--- config.mk ---
export PLATFORM = sky130hd
export DESIGN_NAME = nor_cmd_seq
export DESIGN_NICKNAME = d
export VERILOG_FILES = /design/src/rtl/nor_seq_pkg.sv /design/src/rtl/nor_step_rom.sv /design/src/rtl/nor_addr_map.sv /design/src/rtl/nor_step_timer.sv /design/src/rtl/nor_cmd_seq.sv
export SDC_FILE = /design/constraint.sdc
export NUM_CORES = 1
export LEC_CHECK = 0
export ABC_AREA = 0
export ABC_CLOCK_PERIOD_IN_PS = 5400
export BUFFER_PORTS_ARGS = -buffer_cell sky130_fd_sc_hd__buf_2
export CELL_PAD_IN_SITES_DETAIL_PLACEMENT = 0
export CELL_PAD_IN_SITES_GLOBAL_PLACEMENT = 1
export CORE_MARGIN = 4
export CORE_UTILIZATION = 35
export DETAILED_ROUTE_END_ITERATION = 6
export PLACE_DENSITY = 0.81
export SLEW_MARGIN = 20
export SYNTH_ARGS = -nofsm -noshare
export SYNTH_HDL_FRONTEND = slang
export SYNTH_SLANG_ARGS = --single-unit
--- constraint.sdc ---
create_clock -name clk -period 5.4 [get_ports clk]
set_input_delay 0.54 -clock clk [delete_from_list [all_inputs] [get_ports clk]]
set_output_delay 0.54 -clock clk [all_outputs]
set_load 0.02 [all_outputs]
--- src/rtl/nor_seq_pkg.sv ---
package nor_seq_pkg;

  localparam int OFFSET_W = 12;
  localparam int CODE_W   = 8;

  localparam logic [2:0] OP_IDENT  = 3'd0;
  localparam logic [2:0] OP_RESET  = 3'd1;
  localparam logic [2:0] OP_READ   = 3'd2;
  localparam logic [2:0] OP_PROG   = 3'd3;
  localparam logic [2:0] OP_BERASE = 3'd4;
  localparam logic [2:0] OP_CERASE = 3'd5;
  localparam logic [2:0] OP_QUERY  = 3'd6;

  typedef enum logic [1:0] {
    SK_END = 2'd0,
    SK_WR  = 2'd1,
    SK_RD  = 2'd2
  } step_kind_e;

  typedef struct packed {
    step_kind_e          kind;
    logic                host_addr;  // use the host address instead of a command offset
    logic                host_data;  // use the host data word instead of a command code
    logic [OFFSET_W-1:0] offset;
    logic [CODE_W-1:0]   code;
  } step_t;

  function automatic step_t mk_step(step_kind_e k, logic ha, logic hd,
                                    logic [OFFSET_W-1:0] off, logic [CODE_W-1:0] c);
    step_t s;
    s.kind      = k;
    s.host_addr = ha;
    s.host_data = hd;
    s.offset    = off;
    s.code      = c;
    return s;
  endfunction

  function automatic logic op_is_valid(logic [2:0] op);
    return op != 3'd7;
  endfunction

endpackage

--- src/rtl/nor_step_rom.sv ---
module nor_step_rom
  import nor_seq_pkg::*;
(
  input  logic [2:0] op,
  input  logic [2:0] idx,
  output step_t      step
);

  logic [2:0] tail;  // index past the unlock prefix

  always_comb begin
    tail = idx - 3'd2;
    step = mk_step(SK_END, 1'b0, 1'b0, 12'h000, 8'h00);
    case (op)
      OP_RESET: begin
        if (idx == 3'd0) step = mk_step(SK_WR, 1'b0, 1'b0, 12'h000, 8'hF0);
      end
      OP_QUERY: begin
        if (idx == 3'd0)      step = mk_step(SK_WR, 1'b0, 1'b0, 12'h055, 8'h98);
        else if (idx == 3'd1) step = mk_step(SK_RD, 1'b1, 1'b0, 12'h000, 8'h00);
      end
      OP_IDENT, OP_READ, OP_PROG, OP_BERASE, OP_CERASE: begin
        if (idx == 3'd0)      step = mk_step(SK_WR, 1'b0, 1'b0, 12'h555, 8'hAA);
        else if (idx == 3'd1) step = mk_step(SK_WR, 1'b0, 1'b0, 12'h2AA, 8'h55);
        else begin
          case (op)
            OP_IDENT: begin
              if (tail == 3'd0)      step = mk_step(SK_WR, 1'b0, 1'b0, 12'h555, 8'h90);
              else if (tail == 3'd1) step = mk_step(SK_RD, 1'b1, 1'b0, 12'h000, 8'h00);
            end
            OP_READ: begin
              if (tail == 3'd0)      step = mk_step(SK_WR, 1'b0, 1'b0, 12'h555, 8'hF0);
              else if (tail == 3'd1) step = mk_step(SK_RD, 1'b1, 1'b0, 12'h000, 8'h00);
            end
            OP_PROG: begin
              if (tail == 3'd0)      step = mk_step(SK_WR, 1'b0, 1'b0, 12'h555, 8'hA0);
              else if (tail == 3'd1) step = mk_step(SK_WR, 1'b1, 1'b1, 12'h000, 8'h00);
            end
            default: begin  // both erase flavours share the first five writes
              if (tail == 3'd0)      step = mk_step(SK_WR, 1'b0, 1'b0, 12'h555, 8'h80);
              else if (tail == 3'd1) step = mk_step(SK_WR, 1'b0, 1'b0, 12'h555, 8'hAA);
              else if (tail == 3'd2) step = mk_step(SK_WR, 1'b0, 1'b0, 12'h2AA, 8'h55);
              else if (tail == 3'd3) begin
                if (op == OP_BERASE) step = mk_step(SK_WR, 1'b1, 1'b0, 12'h000, 8'h30);
                else                 step = mk_step(SK_WR, 1'b0, 1'b0, 12'h555, 8'h10);
              end
            end
          endcase
        end
      end
      default: ;
    endcase
  end

endmodule

--- src/rtl/nor_addr_map.sv ---
module nor_addr_map
  import nor_seq_pkg::*;
#(
  parameter int ADDR_W = 24,
  parameter int DATA_W = 16
) (
  input  logic              wide,
  input  step_t             step,
  input  logic [ADDR_W-1:0] host_addr,
  input  logic [DATA_W-1:0] host_data,
  output logic [ADDR_W-1:0] bus_addr,
  output logic [DATA_W-1:0] bus_data
);

  localparam int PAD_A = ADDR_W - OFFSET_W - 1;

  logic [ADDR_W-1:0] off_narrow, off_wide;
  logic [DATA_W-1:0] code_ext;

  assign off_narrow = {{(PAD_A + 1){1'b0}}, step.offset};
  assign off_wide   = {{PAD_A{1'b0}}, step.offset, 1'b0};

  generate
    if (DATA_W > CODE_W) begin : g_pad
      assign code_ext = {{(DATA_W - CODE_W){1'b0}}, step.code};
    end else begin : g_exact
      assign code_ext = step.code[DATA_W-1:0];
    end
  endgenerate

  always_comb begin
    if (step.host_addr) bus_addr = host_addr;
    else if (wide)      bus_addr = off_wide;
    else                bus_addr = off_narrow;
    bus_data = step.host_data ? host_data : code_ext;
  end

endmodule

--- src/rtl/nor_step_timer.sv ---
module nor_step_timer #(
  parameter int ADDR_W = 24,
  parameter int DATA_W = 16,
  parameter int CNT_W  = 4
) (
  input  logic              clk,
  input  logic              rst_n,
  input  logic              go,
  input  logic              go_rd,
  input  logic [ADDR_W-1:0] go_addr,
  input  logic [DATA_W-1:0] go_data,
  input  logic [CNT_W-1:0]  cfg_setup,
  input  logic [CNT_W-1:0]  cfg_strobe,
  input  logic [DATA_W-1:0] mem_rdata,
  output logic              idle,
  output logic [DATA_W-1:0] rd_word,
  output logic [ADDR_W-1:0] mem_addr,
  output logic [DATA_W-1:0] mem_wdata,
  output logic              mem_we_n,
  output logic              mem_oe_n,
  output logic              mem_ce_n
);

  typedef enum logic [1:0] {PH_IDLE, PH_SETUP, PH_STROBE, PH_HOLD} phase_e;

  phase_e            phase;
  logic [CNT_W-1:0]  cnt;
  logic              rd_q;
  logic [ADDR_W-1:0] addr_q;
  logic [DATA_W-1:0] data_q;

  function automatic logic [CNT_W-1:0] last_of(logic [CNT_W-1:0] n);
    return (n == '0) ? '0 : n - 1'b1;
  endfunction

  always_ff @(posedge clk or negedge rst_n) begin
    if (!rst_n) begin
      phase   <= PH_IDLE;
      cnt     <= '0;
      rd_q    <= 1'b0;
      addr_q  <= '0;
      data_q  <= '0;
      rd_word <= '0;
    end else begin
      case (phase)
        PH_IDLE: if (go) begin
          phase  <= PH_SETUP;
          cnt    <= last_of(cfg_setup);
          rd_q   <= go_rd;
          addr_q <= go_addr;
          data_q <= go_data;
        end
        PH_SETUP: begin
          if (cnt == '0) begin
            phase <= PH_STROBE;
            cnt   <= last_of(cfg_strobe);
          end else cnt <= cnt - 1'b1;
        end
        PH_STROBE: begin
          if (cnt == '0) begin
            phase <= PH_HOLD;
            if (rd_q) rd_word <= mem_rdata;
          end else cnt <= cnt - 1'b1;
        end
        default: phase <= PH_IDLE;
      endcase
    end
  end

  assign idle      = (phase == PH_IDLE);
  assign mem_ce_n  = (phase == PH_IDLE);
  assign mem_we_n  = !((phase == PH_STROBE) && !rd_q);
  assign mem_oe_n  = !((phase == PH_STROBE) && rd_q);
  assign mem_addr  = addr_q;
  assign mem_wdata = data_q;

  assert_strobes_exclusive_R10: assert property (@(posedge clk) disable iff (!rst_n)
    !(!mem_we_n && !mem_oe_n));
  assert_strobe_inside_ce_R10: assert property (@(posedge clk) disable iff (!rst_n)
    (!mem_we_n || !mem_oe_n) |-> !mem_ce_n);
  assert_addr_stable_R10: assert property (@(posedge clk) disable iff (!rst_n)
    (!mem_ce_n && $past(!mem_ce_n)) |-> $stable(mem_addr));
  assert_data_stable_R10: assert property (@(posedge clk) disable iff (!rst_n)
    (!mem_ce_n && $past(!mem_ce_n)) |-> $stable(mem_wdata));

endmodule

--- src/rtl/nor_cmd_seq.sv ---
module nor_cmd_seq
  import nor_seq_pkg::*;
#(
  parameter int ADDR_W = 24,
  parameter int DATA_W = 16,
  parameter int CNT_W  = 4
) (
  input  logic              clk,
  input  logic              rst_n,
  input  logic              cfg_wide,
  input  logic [CNT_W-1:0]  cfg_setup,
  input  logic [CNT_W-1:0]  cfg_strobe,
  input  logic              start,
  input  logic [2:0]        opcode,
  input  logic [ADDR_W-1:0] addr,
  input  logic [DATA_W-1:0] wdata,
  output logic              busy,
  output logic              done,
  output logic              error,
  output logic              reject,
  output logic [DATA_W-1:0] rdata,
  output logic [ADDR_W-1:0] mem_addr,
  output logic [DATA_W-1:0] mem_wdata,
  output logic              mem_we_n,
  output logic              mem_oe_n,
  output logic              mem_ce_n,
  input  logic [DATA_W-1:0] mem_rdata
);

  typedef enum logic {ST_IDLE, ST_RUN} state_e;

  state_e            state;
  logic [2:0]        op_q;
  logic [2:0]        idx;
  logic [ADDR_W-1:0] addr_q;
  logic [DATA_W-1:0] data_q;
  step_t             step;
  logic [ADDR_W-1:0] step_addr;
  logic [DATA_W-1:0] step_data;
  logic              tmr_idle;
  logic              go;

  nor_step_rom u_rom (
    .op   (op_q),
    .idx  (idx),
    .step (step)
  );

  nor_addr_map #(.ADDR_W(ADDR_W), .DATA_W(DATA_W)) u_map (
    .wide      (cfg_wide),
    .step      (step),
    .host_addr (addr_q),
    .host_data (data_q),
    .bus_addr  (step_addr),
    .bus_data  (step_data)
  );

  assign go = (state == ST_RUN) && tmr_idle && (step.kind != SK_END);

  nor_step_timer #(.ADDR_W(ADDR_W), .DATA_W(DATA_W), .CNT_W(CNT_W)) u_tmr (
    .clk        (clk),
    .rst_n      (rst_n),
    .go         (go),
    .go_rd      (step.kind == SK_RD),
    .go_addr    (step_addr),
    .go_data    (step_data),
    .cfg_setup  (cfg_setup),
    .cfg_strobe (cfg_strobe),
    .mem_rdata  (mem_rdata),
    .idle       (tmr_idle),
    .rd_word    (rdata),
    .mem_addr   (mem_addr),
    .mem_wdata  (mem_wdata),
    .mem_we_n   (mem_we_n),
    .mem_oe_n   (mem_oe_n),
    .mem_ce_n   (mem_ce_n)
  );

  always_ff @(posedge clk or negedge rst_n) begin
    if (!rst_n) begin
      state  <= ST_IDLE;
      op_q   <= '0;
      idx    <= '0;
      addr_q <= '0;
      data_q <= '0;
      done   <= 1'b0;
      error  <= 1'b0;
      reject <= 1'b0;
    end else begin
      done   <= 1'b0;
      error  <= 1'b0;
      reject <= start && (state != ST_IDLE);
      case (state)
        ST_IDLE: if (start) begin
          if (op_is_valid(opcode)) begin
            op_q   <= opcode;
            addr_q <= addr;
            data_q <= wdata;
            idx    <= '0;
            state  <= ST_RUN;
          end else begin
            done  <= 1'b1;
            error <= 1'b1;
          end
        end
        default: if (tmr_idle) begin
          if (step.kind == SK_END) begin
            state <= ST_IDLE;
            done  <= 1'b1;
          end else idx <= idx + 1'b1;
        end
      endcase
    end
  end

  assign busy = (state != ST_IDLE);

  assert_reject_when_busy_R11: assert property (@(posedge clk) disable iff (!rst_n)
    (start && busy) |=> reject);
  assert_error_has_done_R12: assert property (@(posedge clk) disable iff (!rst_n)
    error |-> done);
  assert_error_bus_quiet_R12: assert property (@(posedge clk) disable iff (!rst_n)
    error |-> (mem_ce_n && $past(mem_ce_n)));
  assert_done_ends_run_R1: assert property (@(posedge clk) disable iff (!rst_n)
    (done && !error) |-> $past(busy));

endmodule

# --- After elaboration in Yosys (flattened, before gate mapping) ---
# Cells that the tools add are included.
word_totals:
  reg_bits: 113
  input_bits: 71
  out_inout_bits: 63
op_classes:
  n_addsub: 5
  eq_ne: 20
  n_mux: 46
  bitwise: 1
  n_reduce_logical: 27
ops:
  columns: ["operator", "n"]
  rows:
  - ["24-bit two-way mux", 13]
  - ["24-bit case mux with 3 select lines", 2]
  - ["23-bit two-way mux", 2]
  - ["22-bit two-way mux", 1]
  - ["4-bit two-way mux", 5]
  - ["16-bit two-way mux", 1]
  - ["3-bit two-way mux", 5]
  - ["13-bit two-way mux", 1]
  - ["3-bit by 2-bit == test with 1-bit output, second input constant", 4]
  - ["4-bit zero test", 3]
  - ["4-bit case mux with 3 select lines", 1]
  - ["3-bit AND reduction", 4]
  - ["4-bit by 1-bit subtractor with 4-bit output, second input constant", 3]
  - ["1-bit two-way mux", 11]
  - ["3-bit by 1-bit == test with 1-bit output, second input constant", 3]
  - ["3-bit == test, second input constant", 3]
  - ["3-bit zero test", 3]
  - ["2-bit by 1-bit inequality test with 1-bit output, second input constant", 4]
  - ["2-bit two-way mux", 3]
  - ["2-bit case mux with 3 select lines", 1]
  - ["2-bit nonzero test", 3]
  - ["1-bit logical AND", 5]
  - ["5-bit OR reduction", 1]
  - ["2-bit == test, second input constant", 2]
  - ["other kinds (11)", 15]

# --- Longest topological paths before layout ---
logic_depth:
  depth_word: 14
  depth_mapped: 11
  mapped_depth_nobuf: 8

# --- By module ---
# A second synthesis with hierarchy kept.
hier_totals:
  cells_unflattened: 482
  hier_area_um2: 5944.5
by_module_without_submodules:
  columns: ["module", "n_inst", "cells_per_inst", "area_per_inst_um2"]
  rows:
  - ["nor_step_timer", 1, 203, 2763.9]
  - ["nor_cmd_seq", 1, 120, 2119.5]
  - ["nor_step_rom", 1, 86, 540.5]
  - ["nor_addr_map", 1, 73, 520.5]

# --- Worst setup path before layout ---
# Ideal clock, no wire load.
synth_path:
  path_type: "flip-flop to flip-flop"
  startpoint: "register idx[1]"
  endpoint: "register u_tmr.phase[1]"
  setup_time_ps: 125
  arrival_time_ps: 2392
  required_ps: 5275
  path_slack_ps: 2883
  stages_incl_launch_ff: 9
  path_buffers: 0
  synth_period_minus_slack_ps: 2517
  cell_sequence: "dfrtp_1 inv_1 ha_1 or3b_4 o32a_1 nor2_4 nor3_1 a211oi_2 mux2_2"
synth_via:
  elab_chain_cells: 14
synth_rtl:
  columns: ["item", "line_no", "text"]
  rows:
  - ["start: declaration", "nor_cmd_seq.sv:34", "logic [2:0] idx;"]
  - ["start signal: assignment", "nor_cmd_seq.sv:110", "end else idx <= idx + 1'b1;"]
  - ["3-bit by 2-bit subtractor with 3-bit output", "nor_step_rom.sv:12", "tail = idx - 3'd2;"]
  - ["3-bit by 2-bit == test with 1-bit output", "nor_step_rom.sv:43", "else if (tail == 3'd3) begin"]
  - ["24-bit two-way mux", "nor_step_rom.sv:43", null]
  - ["24-bit two-way mux", "nor_step_rom.sv:42", "else if (tail == 3'd2) step = mk_step(SK_WR, 1'b0, 1'b0, 12'h2AA, 8'h55);"]
  - ["24-bit two-way mux", "nor_step_rom.sv:41", "else if (tail == 3'd1) step = mk_step(SK_WR, 1'b0, 1'b0, 12'h555, 8'hAA);"]
  - ["24-bit two-way mux", "nor_step_rom.sv:40", "if (tail == 3'd0) step = mk_step(SK_WR, 1'b0, 1'b0, 12'h555, 8'h80);"]
  - ["24-bit case mux with 3 select lines", "nor_step_rom.sv:26", "case (op)"]
  - ["24-bit two-way mux", "nor_step_rom.sv:24", "else if (idx == 3'd1) step = mk_step(SK_WR, 1'b0, 1'b0, 12'h2AA, 8'h55);"]
  - ["24-bit two-way mux", "nor_step_rom.sv:23", "if (idx == 3'd0) step = mk_step(SK_WR, 1'b0, 1'b0, 12'h555, 8'hAA);"]
  - ["24-bit case mux with 3 select lines *", "nor_step_rom.sv:14", "case (op)"]
  - ["2-bit nonzero test *", "nor_cmd_seq.sv:58", "assign go = (state == ST_RUN) && tmr_idle && (step.kind != SK_END);"]
  - ["1-bit logical AND *", "nor_cmd_seq.sv:58", null]
  - ["2-bit by 1-bit inequality test with 1-bit output (no line) *", null, null]
  - ["3-bit AND reduction (no line) *", null, null]
  - ["end signal: assignment", "nor_step_timer.sv:55", "phase <= PH_STROBE;"]
  - ["end signal: assignment", "nor_step_timer.sv:61", "phase <= PH_HOLD;"]
  - ["end signal: assignment", "nor_step_timer.sv:65", "default: phase <= PH_IDLE;"]
  - ["end: declaration", "nor_step_timer.sv:26", "phase_e phase;"]
# Every way passes the cells marked *; elsewhere a longest branch is shown, timed or not.
# A chain may end at the register's enable or synchronous reset.

# --- Final worst setup path ---
layout_path:
  startpoint: "register idx[1]"
  endpoint: "register u_tmr.addr_q[10], in the netlist u_tmr.mem_addr[10]"
layout_via:
  elab_chain_cells: 13
layout_rtl:
  columns: ["item", "line_no", "text"]
  rows:
  - ["3-bit by 2-bit subtractor with 3-bit output", "nor_step_rom.sv:12", null]
  - ["3-bit by 2-bit == test with 1-bit output", "nor_step_rom.sv:43", null]
  - ["24-bit two-way mux", "nor_step_rom.sv:43", null]
  - ["24-bit two-way mux", "nor_step_rom.sv:42", null]
  - ["24-bit two-way mux", "nor_step_rom.sv:41", null]
  - ["24-bit two-way mux", "nor_step_rom.sv:40", null]
  - ["24-bit case mux with 3 select lines", "nor_step_rom.sv:26", null]
  - ["24-bit two-way mux", "nor_step_rom.sv:24", null]
  - ["24-bit two-way mux", "nor_step_rom.sv:23", null]
  - ["24-bit case mux with 3 select lines *", "nor_step_rom.sv:14", null]
  - ["2-bit nonzero test", "nor_cmd_seq.sv:58", null]
  - ["1-bit logical AND", "nor_cmd_seq.sv:58", null]
  - ["2-bit AND reduction (no line)", null, null]
  - ["end signal: assignment", "nor_step_timer.sv:50", "addr_q <= go_addr;"]
  - ["end: declaration", "nor_step_timer.sv:29", "logic [ADDR_W-1:0] addr_q;"]
# Marks and branches as above.

==> metrics.md <==
| Metric | Value |
|---|---|
| Initial antenna violation count | `0` |
| Hold Violations, Final | `0` |
| Total CTS buffers | `17` |
| Outcome | `finished, final reports clean` |
| Psw | `1544 µW` |
| Largest net degree at the start of global routing | `60` |
| H-tree Lvls | `4` |
| DR WL/cell | `15.98 µm` |
| Most common cell in the netlist | `nand2_1` |
| Vias in the first global route | `4548` |
| Synthesized net count | `625` |
| Worst r2r src | `idx[1]$_DFFE_PN0P_` |
| Count of cell types in the netlist | `65` |
| Worst Skew | `9.479 ps` |
| LEAKAGE | `0.003489 µW` |
| Synth Area per Inst | `9.924 µm²` |
| Fin crit period | `3043 ps` |
| Clock-pin slew on the worst setup and hold paths | `60 ps` |
| Die height | `131.7 µm` |
| Share of cells above drive strength 1 | `30.84%` |
| Setup violations, final | `0` |
| Avg Vias per Cell | `4.998` |
| Fin. max-slew vios | `0` |
| Drc violations | `0` |
| DR vias | `4323` |
| Crit Path Class | `reg2reg` |
| Worst Hold Class | `in2async` |
| DPL Wire Length | `9.439 mm` |
| Synth cell count leaders | `nand2_1 (157), dfrtp_1 (113), o21ai_0 (30), nor2_1 (20), mux2_2 (18)` |
| CP required | `5730 ps` |
| CP max FO | `11` |
| Syn. warnings | `0` |
| Total gr overflow | `0` |
| Post-CTS setup buffers | `0` |
| Std-Cell Rows | `44` |
| Fin Setup TNS | `0 ps` |
| Antenna viol nets, final | `0` |
| Initial Util | `36.32%` |
| PnR worst setup slack | `2357 ps` |
| Most frequent CP cell | `nor2_1` |
| 1st-pass router iterations | `5` |
| CTS tree | `built` |
| Die W | `131.7 µm` |
| Clock share of power | `29.6%` |
| EDFF count, synth | `0` |
| Cell-internal power | `2592 µW` |
| CP arrival | `3370 ps` |
| Cell type with the largest total area after synthesis | `dfrtp_1` |
| Seq/Total Area, Yosys | `52.77%` |
| Critical Path Sink Type | `flip-flop` |
| Sequence of cells on the critical path | `inv_1, ha_1, nor4b_1, nor2_1, a31oi_2, nor3_1, nor2_1, a2bb2oi_1` |
| Cell Area, Synth | `5359 µm²` |
| Max incr delay on CP | `720 ps` |
| Relative slew slack | `36.86%` |
| Tot GR Track Use | `16.40%` |
| Starting DRC count in detailed routing | `204` |
| Switching share of power | `37.33%` |
| Max_cap viols | `0` |
| Hold_buf cts | `0` |
| P per Cell Area | `605.0 nW/µm²` |
| Logic pwr share | `37.7%` |
| Seq pwr share | `32.6%` |
| Pre-CTS WS | `2349 ps` |
| P&R area growth vs syn | `27.60%` |
| Gates resized, CTS repair | `0` |
| Final Net Count | `753` |
| Yosys reg bits | `113` |
| Ys async rst share | `100.0%` |
| IO Count | `134` |
| Ranking of synthesized cells by area | `dfrtp_1 (53%), nand2_1 (11%), mux2_2 (3.8%), ha_1 (3.3%), o21ai_0 (2.8%)` |
| RSZ-0062 raised after global routing | `false` |
| DIE AREA | `17360 µm²` |
| Period utilization | `56.34%` |
| Total wire length | `13.82 mm` |
| Slew @ Worst Pin | `947.2 ps` |
| Worst skew pair latency | `420 ps` |
| Num Clock Sinks | `113` |
| Primary FF master, synth | `dfrtp_1` |
| Worst VDD drop | `308.3 µV` |
| Max clock buf depth | `2` |
| Buffers on Ports | `133` |
| Post-synth top area share | `52.77%` |
| CP Launch Point | `idx[1]$_DFFE_PN0P_` |
| N_diodes | `0` |
| Core area | `14750 µm²` |
| Root buffer cell | `clkbuf_16` |
| Routability cong. | `0.8729` |
| Max Clk Rate | `328.7 MHz` |
| Crit-path slowest cell | `nor2_1` |
| Worst setup SP type | `flip-flop` |
| Global-route wire length before repair | `23.01 mm` |
| Post-Syn Instances | `540` |
cell usage in the layout, fill, tap and decap left out, types with 5 or more instances in the layout:
cell       count
a21o_1        10
buf_2        132
mux2_2        18
mux2i_1        5
inv_1         13
buf_4          5
ha_1          14
a21oi_1       15
dfrtp_1      113
nor2b_1        6
nor2_1        18
clkinv_2       5
nand2_1      157
nand2b_1       7
nor3_1         9
o21ai_0       30
a22o_1        12
clkbuf_16     17
bufinv_16      5
o22a_1        11
layout make-up:
| class | count | area [µm²] |
|---|---|---|
| Clock inverter | 11 | 183.9 |
| Clock buffer | 21 | 460.4 |
| Multi-Input combinational cell | 385 | 2361 |
| Sequential cell | 113 | 2828 |
| Inverter | 13 | 48.80 |
| Timing Repair Buffer | 138 | 725.7 |
| Fill cell | 1455 | 7916 |
| Tap cell | 184 | 230.2 |
critical path, delay by kind of cell (launching register included):
| kind | cells | cell delay (ps) |
|---|---|---|
| adders and majority gates | 1 | 410 |
| buffers and inverters | 1 | 100 |
| AOI/OAI and AO/OA | 2 | 530 |
| and+or+nand+nor | 4 | 1490 |
| DFF | 1 | 410 |
path summary, 6_finish.rpt:
check / endpoint / slack [ps] / depth (start not counted)
worst min-delay path: addr_q[18]$_DFFE_PN0P_ / 170 / 1
max in group asynchronous: u_tmr.cnt[2]$_DFFE_PN0P_ / 4040 / 2
min in group clk: addr_q[18]$_DFFE_PN0P_ / 310 / 3
worst max-delay path: u_tmr.mem_addr[10]$_DFFE_PN0P_ / 2360 / 8
worst max register to register: u_tmr.mem_addr[10]$_DFFE_PN0P_ / 2360 / 8
worst min register to register: addr_q[16]$_DFFE_PN0P_ / 470 / 2
registers in the layout (all words and copies together), names as in the netlist:
name,cells
op_q,3
u_tmr.mem_wdata,16
data_q,16
u_tmr.mem_addr,24
error,1
u_tmr.cnt,4
idx,3
u_tmr.phase,2
busy,1
u_tmr.rd_word,16
done,1
addr_q,24
reject,1
u_tmr.rd_q,1
cell families after synthesis:
| group | share of synthesized area (%) |
|---|---|
| AO/OA/AOI/OAI | 15.83 |
| XOR/XNOR | 0.4904 |
| adder cells (fa/ha/maj) | 3.269 |
| buffers and inverters | 3.642 |
| flip-flops | 52.77 |
| multiplexers | 4.926 |
| AND/OR/NAND/NOR | 19.08 |
routing by layer:
metal,global-route usage [%],part of all wire [%],up-vias
met2,25.90,46,138
met4,4.726,0.82,0
met5,0,0,-
li1,-,-,2099
met3,8.053,8.7,12
met1,19.94,44,2074
through the flow:
step           cell area, µm²  total power [µW]  hold WS (ps)  util, %  instances
2_1_floorplan            5359              2468         244.4        -        540
6_report                 6838              4137         171.7    46.35        865
5_1_grt                  6838              4418         216.5    46.35        865
4_1_cts                  6805              4154         194.2    46.12        864
3_5_place_dp             6161              2903         461.9    41.76        832
3_3_place_gp             6161              2846         457.6    41.76        832
power groups by stage:
stage	combinational (µW)	clock, µW	sequential, µW
2_1_floorplan	1060	0	1410
3_3_place_gp	1500	0	1350
3_5_place_dp	1540	0	1360
4_1_cts	1560	1240	1350
5_1_grt	1740	1290	1390
6_report	1560	1230	1350
No activity file was read; power rests on OpenSTA's default activity.
